`src/rtl/bgt_pkg.sv`:
```
package bgt_pkg;

    typedef enum logic [1:0] {
        GT_FREE,
        GT_WAIT,
        GT_RUN,
        GT_HOLD
    } gate_state_t;

    typedef enum logic [1:0] {
        GM_LEVEL = 2'd0,
        GM_START = 2'd1,
        GM_END   = 2'd2,
        GM_BOTH  = 2'd3
    } gate_mode_t;

    typedef enum logic [1:0] {
        RS_MODE   = 2'd0,
        RS_COUNT  = 2'd1,
        RS_TARGET = 2'd2,
        RS_HOLD   = 2'd3
    } reg_sel_t;

    // Writable part of the mode word, most significant field first (bit 9 down to bit 0).
    typedef struct packed {
        logic       ovf_ie;
        logic       tgt_ie;
        logic       run;
        logic       zret;
        gate_mode_t gmode;
        logic       gsrc;
        logic       gen;
        logic [1:0] csel;
    } mode_cfg_t;

    localparam int CFG_W   = $bits(mode_cfg_t);
    localparam int FLAG_LO = CFG_W;
    localparam logic [1:0] CSEL_HBLANK = 2'd3;

endpackage

```
`src/rtl/bgt_prescaler.sv`:
```
module bgt_prescaler #(
    parameter int DIV0 = 2,
    parameter int DIV1 = 32,
    parameter int DIV2 = 512
) (
    input  logic       clk,
    input  logic       rst_n,
    input  logic       restart,
    input  logic       adv,
    input  logic [1:0] sel,
    output logic       wrap
);
    localparam int PW = $clog2(DIV2);

    logic [PW-1:0] phase;
    logic [PW-1:0] lim;

    always_comb begin
        unique case (sel)
            2'd1:    lim = PW'(DIV1 - 1);
            2'd2:    lim = PW'(DIV2 - 1);
            default: lim = PW'(DIV0 - 1);
        endcase
    end

    assign wrap = adv && (phase == lim);

    always_ff @(posedge clk or negedge rst_n) begin
        if (!rst_n) begin
            phase <= '0;
        end else if (restart) begin
            phase <= '0;
        end else if (adv) begin
            phase <= wrap ? '0 : phase + 1'b1;
        end
    end

    // two prescaled steps are never adjacent, since every divisor is at least 2
    assert_tick_spacing_R1: assert property (@(posedge clk) disable iff (!rst_n)
        wrap |=> !wrap);

endmodule

```
`src/rtl/bgt_gate_fsm.sv`:
```
module bgt_gate_fsm
    import bgt_pkg::*;
(
    input  logic       clk,
    input  logic       rst_n,
    input  logic       cfg_wr,
    input  logic       new_gated,
    input  gate_mode_t gmode,
    input  logic       gsrc,
    input  logic       hb_rise,
    input  logic       hb_fall,
    input  logic       vb_rise,
    input  logic       vb_fall,
    output logic       gate_open,
    output logic       gate_clr
);
    gate_state_t st_q, st_d;
    logic e_rise, e_fall;

    assign e_rise = gsrc ? vb_rise : hb_rise;
    assign e_fall = gsrc ? vb_fall : hb_fall;

    // next state and the clear strobe
    always_comb begin
        st_d     = st_q;
        gate_clr = 1'b0;
        if (cfg_wr) begin
            st_d = new_gated ? GT_WAIT : GT_FREE;
        end else if (st_q != GT_FREE) begin
            if (e_rise) begin
                unique case (gmode)
                    GM_LEVEL:         st_d = GT_RUN;
                    GM_START, GM_BOTH: begin
                        st_d     = GT_RUN;
                        gate_clr = 1'b1;
                    end
                    default:          st_d = st_q;
                endcase
            end else if (e_fall) begin
                unique case (gmode)
                    GM_LEVEL:         st_d = GT_HOLD;
                    GM_END, GM_BOTH: begin
                        st_d     = GT_RUN;
                        gate_clr = 1'b1;
                    end
                    default:          st_d = st_q;
                endcase
            end
        end
    end

    always_ff @(posedge clk or negedge rst_n) begin
        if (!rst_n) st_q <= GT_FREE;
        else        st_q <= st_d;
    end

    always_comb begin
        unique case (st_q)
            GT_FREE, GT_RUN:  gate_open = 1'b1;
            GT_WAIT, GT_HOLD: gate_open = 1'b0;
            default:          gate_open = 1'b0;
        endcase
    end

    assert_cfg_free_R7: assert property (@(posedge clk) disable iff (!rst_n)
        (cfg_wr && !new_gated) |=> (st_q == GT_FREE));
    assert_cfg_wait_R8: assert property (@(posedge clk) disable iff (!rst_n)
        (cfg_wr && new_gated) |=> (st_q == GT_WAIT));
    assert_hold_level_R6: assert property (@(posedge clk) disable iff (!rst_n)
        (st_q == GT_HOLD) |-> (gmode == GM_LEVEL));
    assert_clear_runs_R6: assert property (@(posedge clk) disable iff (!rst_n)
        gate_clr |=> (st_q == GT_RUN));

endmodule

```
`src/rtl/bgt_cmp_wrap.sv`:
```
module bgt_cmp_wrap #(
    parameter int CW = 16
) (
    input  logic [CW-1:0] cnt,
    input  logic [CW-1:0] tgt,
    input  logic          armed,
    input  logic          tick,
    input  logic          tgt_ie,
    input  logic          ovf_ie,
    input  logic          zret,
    output logic [CW-1:0] cnt_nx,
    output logic          armed_nx,
    output logic          tgt_evt,
    output logic          ovf_evt
);
    logic [CW:0] adv;
    logic [CW:0] after_t;

    always_comb begin
        adv      = {1'b0, cnt} + (CW+1)'(tick);
        after_t  = adv;
        armed_nx = armed;
        tgt_evt  = 1'b0;
        ovf_evt  = 1'b0;
        if (tick && armed && (adv >= {1'b0, tgt})) begin
            tgt_evt = tgt_ie;
            if (tgt_ie && zret) after_t = adv - {1'b0, tgt};
            else                armed_nx = 1'b0;
        end
        if (after_t[CW]) begin
            armed_nx = 1'b1;
            ovf_evt  = ovf_ie;
        end
        cnt_nx = after_t[CW-1:0];
    end

endmodule

```
`src/rtl/blank_gated_timer.sv`:
```
module blank_gated_timer
    import bgt_pkg::*;
#(
    parameter int CNT_W = 16,
    parameter int DW    = 32,
    parameter int DIV0  = 2,
    parameter int DIV1  = 32,
    parameter int DIV2  = 512
) (
    input  logic          clk,
    input  logic          rst_n,
    input  logic          bus_wr,
    input  logic [3:0]    bus_addr,
    input  logic [DW-1:0] bus_wdata,
    output logic [DW-1:0] bus_rdata,
    input  logic          hblank,
    input  logic          vblank,
    output logic          irq
);
    localparam int FLAG_W = 2;
    localparam int PAD_W  = DW - CFG_W - FLAG_W;
    localparam int CPAD_W = DW - CNT_W;

    mode_cfg_t         cfg, wr_cfg;
    logic [FLAG_W-1:0] flags;         // [0] target reached, [1] overflow reached
    logic [CNT_W-1:0]  count, target, hold;
    logic              armed;
    logic              hb_q, vb_q;
    reg_sel_t          rsel;
    logic              wr_mode, wr_count, wr_target, wr_hold;
    logic              new_gated, active, gate_open, gate_clr;
    logic              pre_wrap, tick;
    logic [CNT_W-1:0]  cnt_nx, cnt_d, wval;
    logic              armed_nx, arm_d, use_cmp;
    logic              tgt_evt, ovf_evt, tgt_fire, ovf_fire;
    logic              hb_rise, hb_fall, vb_rise, vb_fall;
    logic              unused_bits;

    assign unused_bits = ^{bus_wdata[DW-1:FLAG_LO+FLAG_W], bus_addr[1:0]};

    assign rsel      = reg_sel_t'(bus_addr[3:2]);
    assign wr_mode   = bus_wr && (rsel == RS_MODE);
    assign wr_count  = bus_wr && (rsel == RS_COUNT);
    assign wr_target = bus_wr && (rsel == RS_TARGET);
    assign wr_hold   = bus_wr && (rsel == RS_HOLD);
    assign wval      = bus_wdata[CNT_W-1:0];
    assign wr_cfg    = mode_cfg_t'(bus_wdata[CFG_W-1:0]);
    assign new_gated = wr_cfg.gen && !(!wr_cfg.gsrc && (wr_cfg.csel == CSEL_HBLANK));

    assign hb_rise = hblank & ~hb_q;
    assign hb_fall = ~hblank & hb_q;
    assign vb_rise = vblank & ~vb_q;
    assign vb_fall = ~vblank & vb_q;

    bgt_gate_fsm u_gate (
        .clk       (clk),
        .rst_n     (rst_n),
        .cfg_wr    (wr_mode),
        .new_gated (new_gated),
        .gmode     (cfg.gmode),
        .gsrc      (cfg.gsrc),
        .hb_rise   (hb_rise),
        .hb_fall   (hb_fall),
        .vb_rise   (vb_rise),
        .vb_fall   (vb_fall),
        .gate_open (gate_open),
        .gate_clr  (gate_clr)
    );

    assign active = cfg.run && gate_open;

    bgt_prescaler #(.DIV0(DIV0), .DIV1(DIV1), .DIV2(DIV2)) u_pre (
        .clk     (clk),
        .rst_n   (rst_n),
        .restart (wr_mode || gate_clr),
        .adv     (active && (cfg.csel != CSEL_HBLANK)),
        .sel     (cfg.csel),
        .wrap    (pre_wrap)
    );

    assign tick = active && ((cfg.csel == CSEL_HBLANK) ? hb_rise : pre_wrap);

    bgt_cmp_wrap #(.CW(CNT_W)) u_cmp (
        .cnt      (count),
        .tgt      (target),
        .armed    (armed),
        .tick     (tick),
        .tgt_ie   (cfg.tgt_ie),
        .ovf_ie   (cfg.ovf_ie),
        .zret     (cfg.zret),
        .cnt_nx   (cnt_nx),
        .armed_nx (armed_nx),
        .tgt_evt  (tgt_evt),
        .ovf_evt  (ovf_evt)
    );

    // next count and arm state: count write beats gate clear beats gate enable beats stepping
    always_comb begin
        cnt_d   = cnt_nx;
        arm_d   = armed_nx;
        use_cmp = 1'b1;
        if (wr_count) begin
            cnt_d   = wval;
            arm_d   = !(wval > target);
            use_cmp = 1'b0;
        end else if (gate_clr) begin
            cnt_d   = '0;
            arm_d   = 1'b1;
            use_cmp = 1'b0;
        end else if (wr_mode && new_gated) begin
            cnt_d   = '0;
            arm_d   = armed;
            use_cmp = 1'b0;
        end
        if (wr_target) arm_d = (wval > cnt_d);
    end

    assign tgt_fire = tgt_evt && use_cmp;
    assign ovf_fire = ovf_evt && use_cmp;

    always_ff @(posedge clk or negedge rst_n) begin
        if (!rst_n) begin
            cfg    <= '0;
            flags  <= '0;
            count  <= '0;
            target <= '1;
            hold   <= '0;
            armed  <= 1'b1;
            hb_q   <= 1'b0;
            vb_q   <= 1'b0;
            irq    <= 1'b0;
        end else begin
            hb_q  <= hblank;
            vb_q  <= vblank;
            count <= cnt_d;
            armed <= arm_d;
            irq   <= tgt_fire || ovf_fire;
            flags <= (flags & ~(wr_mode ? bus_wdata[FLAG_LO +: FLAG_W] : '0))
                     | {ovf_fire, tgt_fire};
            if (wr_mode)   cfg    <= wr_cfg;
            if (wr_target) target <= wval;
            if (wr_hold)   hold   <= wval;
        end
    end

    always_comb begin
        unique case (rsel)
            RS_MODE:   bus_rdata = {{PAD_W{1'b0}}, flags, cfg};
            RS_COUNT:  bus_rdata = {{CPAD_W{1'b0}}, count};
            RS_TARGET: bus_rdata = {{CPAD_W{1'b0}}, target};
            default:   bus_rdata = {{CPAD_W{1'b0}}, hold};
        endcase
    end

    assert_irq_single_R11: assert property (@(posedge clk) disable iff (!rst_n)
        irq |=> !irq);
    assert_w1c_no_set_R2: assert property (@(posedge clk) disable iff (!rst_n)
        (wr_mode && !tgt_fire && !ovf_fire) |=> ((flags & ~$past(flags)) == '0));
    assert_tgt_flag_R3: assert property (@(posedge clk) disable iff (!rst_n)
        tgt_fire |=> (flags[0] && irq));
    assert_ovf_flag_R5: assert property (@(posedge clk) disable iff (!rst_n)
        ovf_fire |=> (flags[1] && irq));
    assert_gate_clear_R8: assert property (@(posedge clk) disable iff (!rst_n)
        (wr_mode && new_gated) |=> (count == '0));
    assert_count_load_R9: assert property (@(posedge clk) disable iff (!rst_n)
        wr_count |=> (count == $past(wval)));

endmodule

```
`config.mk`:
```
export PLATFORM = sky130hd
export DESIGN_NAME = blank_gated_timer
export DESIGN_NICKNAME = d
export VERILOG_FILES = /design/src/rtl/bgt_pkg.sv /design/src/rtl/bgt_prescaler.sv /design/src/rtl/bgt_gate_fsm.sv /design/src/rtl/bgt_cmp_wrap.sv /design/src/rtl/blank_gated_timer.sv
export SDC_FILE = /design/constraint.sdc
export NUM_CORES = 1
export LEC_CHECK = 0
export ABC_AREA = 0
export BUFFER_PORTS_ARGS = -buffer_cell sky130_fd_sc_hd__buf_2
export CAP_MARGIN = 0
export CORE_ASPECT_RATIO = 0.75
export CORE_UTILIZATION = 39
export DETAILED_ROUTE_END_ITERATION = 6
export HOLD_SLACK_MARGIN = 0.06
export PLACE_DENSITY = 0.64
export SLEW_MARGIN = 15
export SYNTH_ARGS = -nofsm -noshare
export SYNTH_HDL_FRONTEND = slang
export SYNTH_SLANG_ARGS = --single-unit
```
`constraint.sdc`:
```
create_clock -name clk -period 7.33 [get_ports clk]
set_clock_uncertainty 0.2 [all_clocks]
set_input_delay 1.0995 -clock clk [delete_from_list [all_inputs] [get_ports clk]]
set_output_delay 1.0995 -clock clk [all_outputs]
set_load 0.005 [all_outputs]
```
==> flow_summary_export.csv <==
group,metric,value,unit
grt,grt_pass1_vias,4746,
cells_and_area,layout_common_cells,"dfrtp_1 (58), ha_1 (52), nand2_1 (51)",
cells_and_area,fin_area,6680,µm²
power_and_ir_drop,clkPwrFrac,0.257,
place,io_buffers,39,
synthesis,async_flop_share,1.00,
critical_path,start_kind,"flip-flop",
cells_and_area,layout-drive-gt1-share,0.267,
grt,grt_util_met1,0.338,
power_and_ir_drop,switchingPower,648,µW
sta,worst_slack,0.321,ns
sta,hold_viol_final,0,
synthesis,synth_ff_type,"dfrtp_1",
min_path,whs_path_depth,2,
cells_and_area,seqCellArea,1900,µm²
floorplan,die_height,108,µm
sta,min_period,7.01,ns
power_and_ir_drop,seq_power_share,0.335,
floorplan,dieArea,15400,µm²
routing,postRouteAntennaNets,0,
power_and_ir_drop,p_comb_frac,0.408,
cells_and_area,syn_to_final_growth,14.7,%
place,dp_slack,0.0614,ns
power_and_ir_drop,p_sw_frac,0.374,
cells_and_area,layout_commonest_cell,"dfrtp_1",
critical_path,r2r_cells,33,
routing,drc,0,
grt,gr-total-overflow,0,
synthesis,seq_area_frac_synth,0.326,
cts,htreeDepth,3,
cells_and_area,nFillCells,1402,
routing,dr.first_iter.drc_count,395,
synthesis,synthesis.area,5820,µm²
critical_path,r2r-end,"armed",
cells_and_area,nets,753,
routing,vias,4904,
synthesis,synth-edff-count,0,
place,placed_cell_area,6290,µm²
routing,first_pass_iters,4,
sta,tns,0,ns
critical_path,reg2reg_slack,0.32,ns
cts,cts_sinks,75,
critical_path,cp-end-kind,"flip-flop",
power_and_ir_drop,max-vdd-ir-drop,0.134,mV
critical_path,critical_path_class,"flip-flop to flip-flop",
place,gp_congestion,0.891,
grt,met3_usage,0.0436,
grt,grt_pass1_wl,25800,µm
place,hpwl,12100,µm
min_path,min_path_type,"flip-flop to flip-flop",
synthesis,synth_area_per_cell,9.72,µm²
cts,cts_max_path_buffers,2,
synthesis,yosys.area.top_type,"dfrtp_1",
power_and_ir_drop,p_per_area,260,nW/µm²
cts,cts_tree,"done",
critical_path,worstPathMaxFanout,10,
cells_and_area,multiInputGateArea,3730,µm²
sta,timing.fmax,143,MHz
critical_path,arrival,7.09,ns
min_path,min-delay-start,"flags[0]",
routing,wl,16200,µm
sta,rsz0062_at_grt,"no",
floorplan,io_pins,74,
grt,grt_start_max_net_pins,76,
synthesis,ys_ff_latch,75,
power_and_ir_drop,leakagePower,0.00301,µW
cts,clockRootBuffer,"clkbuf_16",
min_path,holdPathEnd,"flags[0]",
routing,via_per_inst,5.69,
synthesis,synthDominantCellAreaShare,0.249,
cells_and_area,final_util,0.461,
cts,clk_latency,0.35,ns
cts,postCtsHoldBufs,0,
critical_path,crit_slowest_cell,"or4b_1",
cts,numCtsBuffers,9,
routing,routedWlPerCell,18.8,µm
sta,slew_headroom,0.261,
critical_path,rr_startpoint,"cfg[0]",
grt,top_usage_layer,"met1",
grt,grt_use_met2,0.316,
floorplan,coreArea,14500,µm²
sta,setup_violations,0,
floorplan,die_x,143,µm
run_status,status,"finished clean",
synthesis,ys_top_cells_by_area,"dfrtp_1 (25%), ha_1 (11%), mux2_2 (7.7%)",
floorplan,num_rows,38,
synthesis,yosysUniqueCellTypes,64,
critical_path,worstPathRequired,7.41,ns
synthesis,ys.warnings.count,0,
power_and_ir_drop,p_int,1090,µW
critical_path,critPathMaxStageDelay,0.44,ns
floorplan,initial_utilization,0.401,
synthesis,netlist_instances,599,
cells_and_area,diodes,0,
grt,antenna_found_initial,1,
sta,worst_slew_pin_slew,1.11,ns
grt,track_usage,0.224,
flow_run,max-cap-violations,0,
cts,clkTransAtPathRegs,0.06,ns
sta,slew_violations,0,
sta,timing.final.crit_share,0.956,
synth_stat cells (5+ instances only):
library cell	number
nand2_1	52
nor2_1	29
a22oi_1	7
a21o_1	14
dfrtp_1	58
or2_2	7
clkbuf_1	15
o21ai_0	30
nand3_1	16
and3_1	5
ha_1	53
inv_1	29
a22o_1	9
nand4_1	13
nor2b_1	6
nand2b_1	7
mux4_2	12
o21a_1	8
nand3b_1	5
nor3_1	10
buf_4	16
and2_1	5
mux2_2	40
xnor2_1	15
or3_1	6
a32oi_1	5
o21ai_1	5
dfstp_2	17
a21oi_1	26
a31oi_1	7
xor2_1	17
power groups by stage:
stage                     logic, µW  clock network (µW)  registers [µW]
after floorplan                 499                   0             556
after global placement          664                   0             577
after detailed placement        681                   0             585
after CTS                       687                 455             579
after global routing            780                 471             592
final                           707                 446             581
critical path, delay by kind of cell, from the launching register on:
kind	cells	cell delay, ns
compound gates	12	2.39
simple gates	10	1.84
fa+ha+maj	4	1.11
buf+inv	5	0.57
flops	1	0.37
mux	1	0.28
xor+xnor	1	0.19
state kept, by name (all words and copies together), names as in the netlist:
signal,cells
count,16
hold,16
target,16
cfg,10
u_pre.phase,9
flags,2
u_gate.st_q,2
armed,1
hb_q,1
irq,1
vb_q,1
how the worst max path moves through the flow:
stage | start | to | slack, ns
global route | cfg[0] | armed | 0.002
floorplan | cfg[1] | armed | 0.90
global placement | cfg[0] | armed | 0.14
CTS | cfg[0] | armed | 0.02
finish | cfg[0] | armed | 0.32
detailed placement | cfg[0] | armed | 0.06
timing repair:
| item | 4_1_cts | 5_1_grt |
|---|---|---|
| buffers inserted | 0 | 6 |
| resized for setup | 0 | 14 |
| setup endpoints to repair | 0 | 1 |
area by class of cell:
type | count | area share
clock buffers | 9 | 0.0337
clock inverters | 6 | 0.00993
inverters | 31 | 0.0174
multi-input cells | 476 | 0.559
flip-flops and latches | 75 | 0.284
well taps | 200 | 0.0375
repair buffers | 65 | 0.0588
per-stage QoR:
stage	hold slack, ns	total power [µW]	std cells
floorplan	0.232	1050	614
global placement	0.253	1240	841
detailed placement	0.285	1270	841
CTS	0.297	1720	856
global route	0.317	1840	862
finish	0.288	1730	862
per-layer routing:
metal / routed length [µm] / part of all wire / vias up
met2: 6630 / 0.41 / 148
met1: 8330 / 0.51 / 2414
met5: 0 / 0 / -
met3: 1010 / 0.063 / 18
met4: 218 / 0.013 / 0
li1: - / - / 2324
logic make-up after synthesis:
family,after synthesis,share of synthesized area
buffers and inverters,63,0.0522
AO/OA/AOI/OAI,143,0.171
adder cells (fa/ha/maj),54,0.117
AND/OR/NAND/NOR,175,0.154
other,1,0.000644
XOR/XNOR,32,0.0481
flip-flops,75,0.326
multiplexers,56,0.131
No activity file was read; power rests on OpenSTA's default activity.
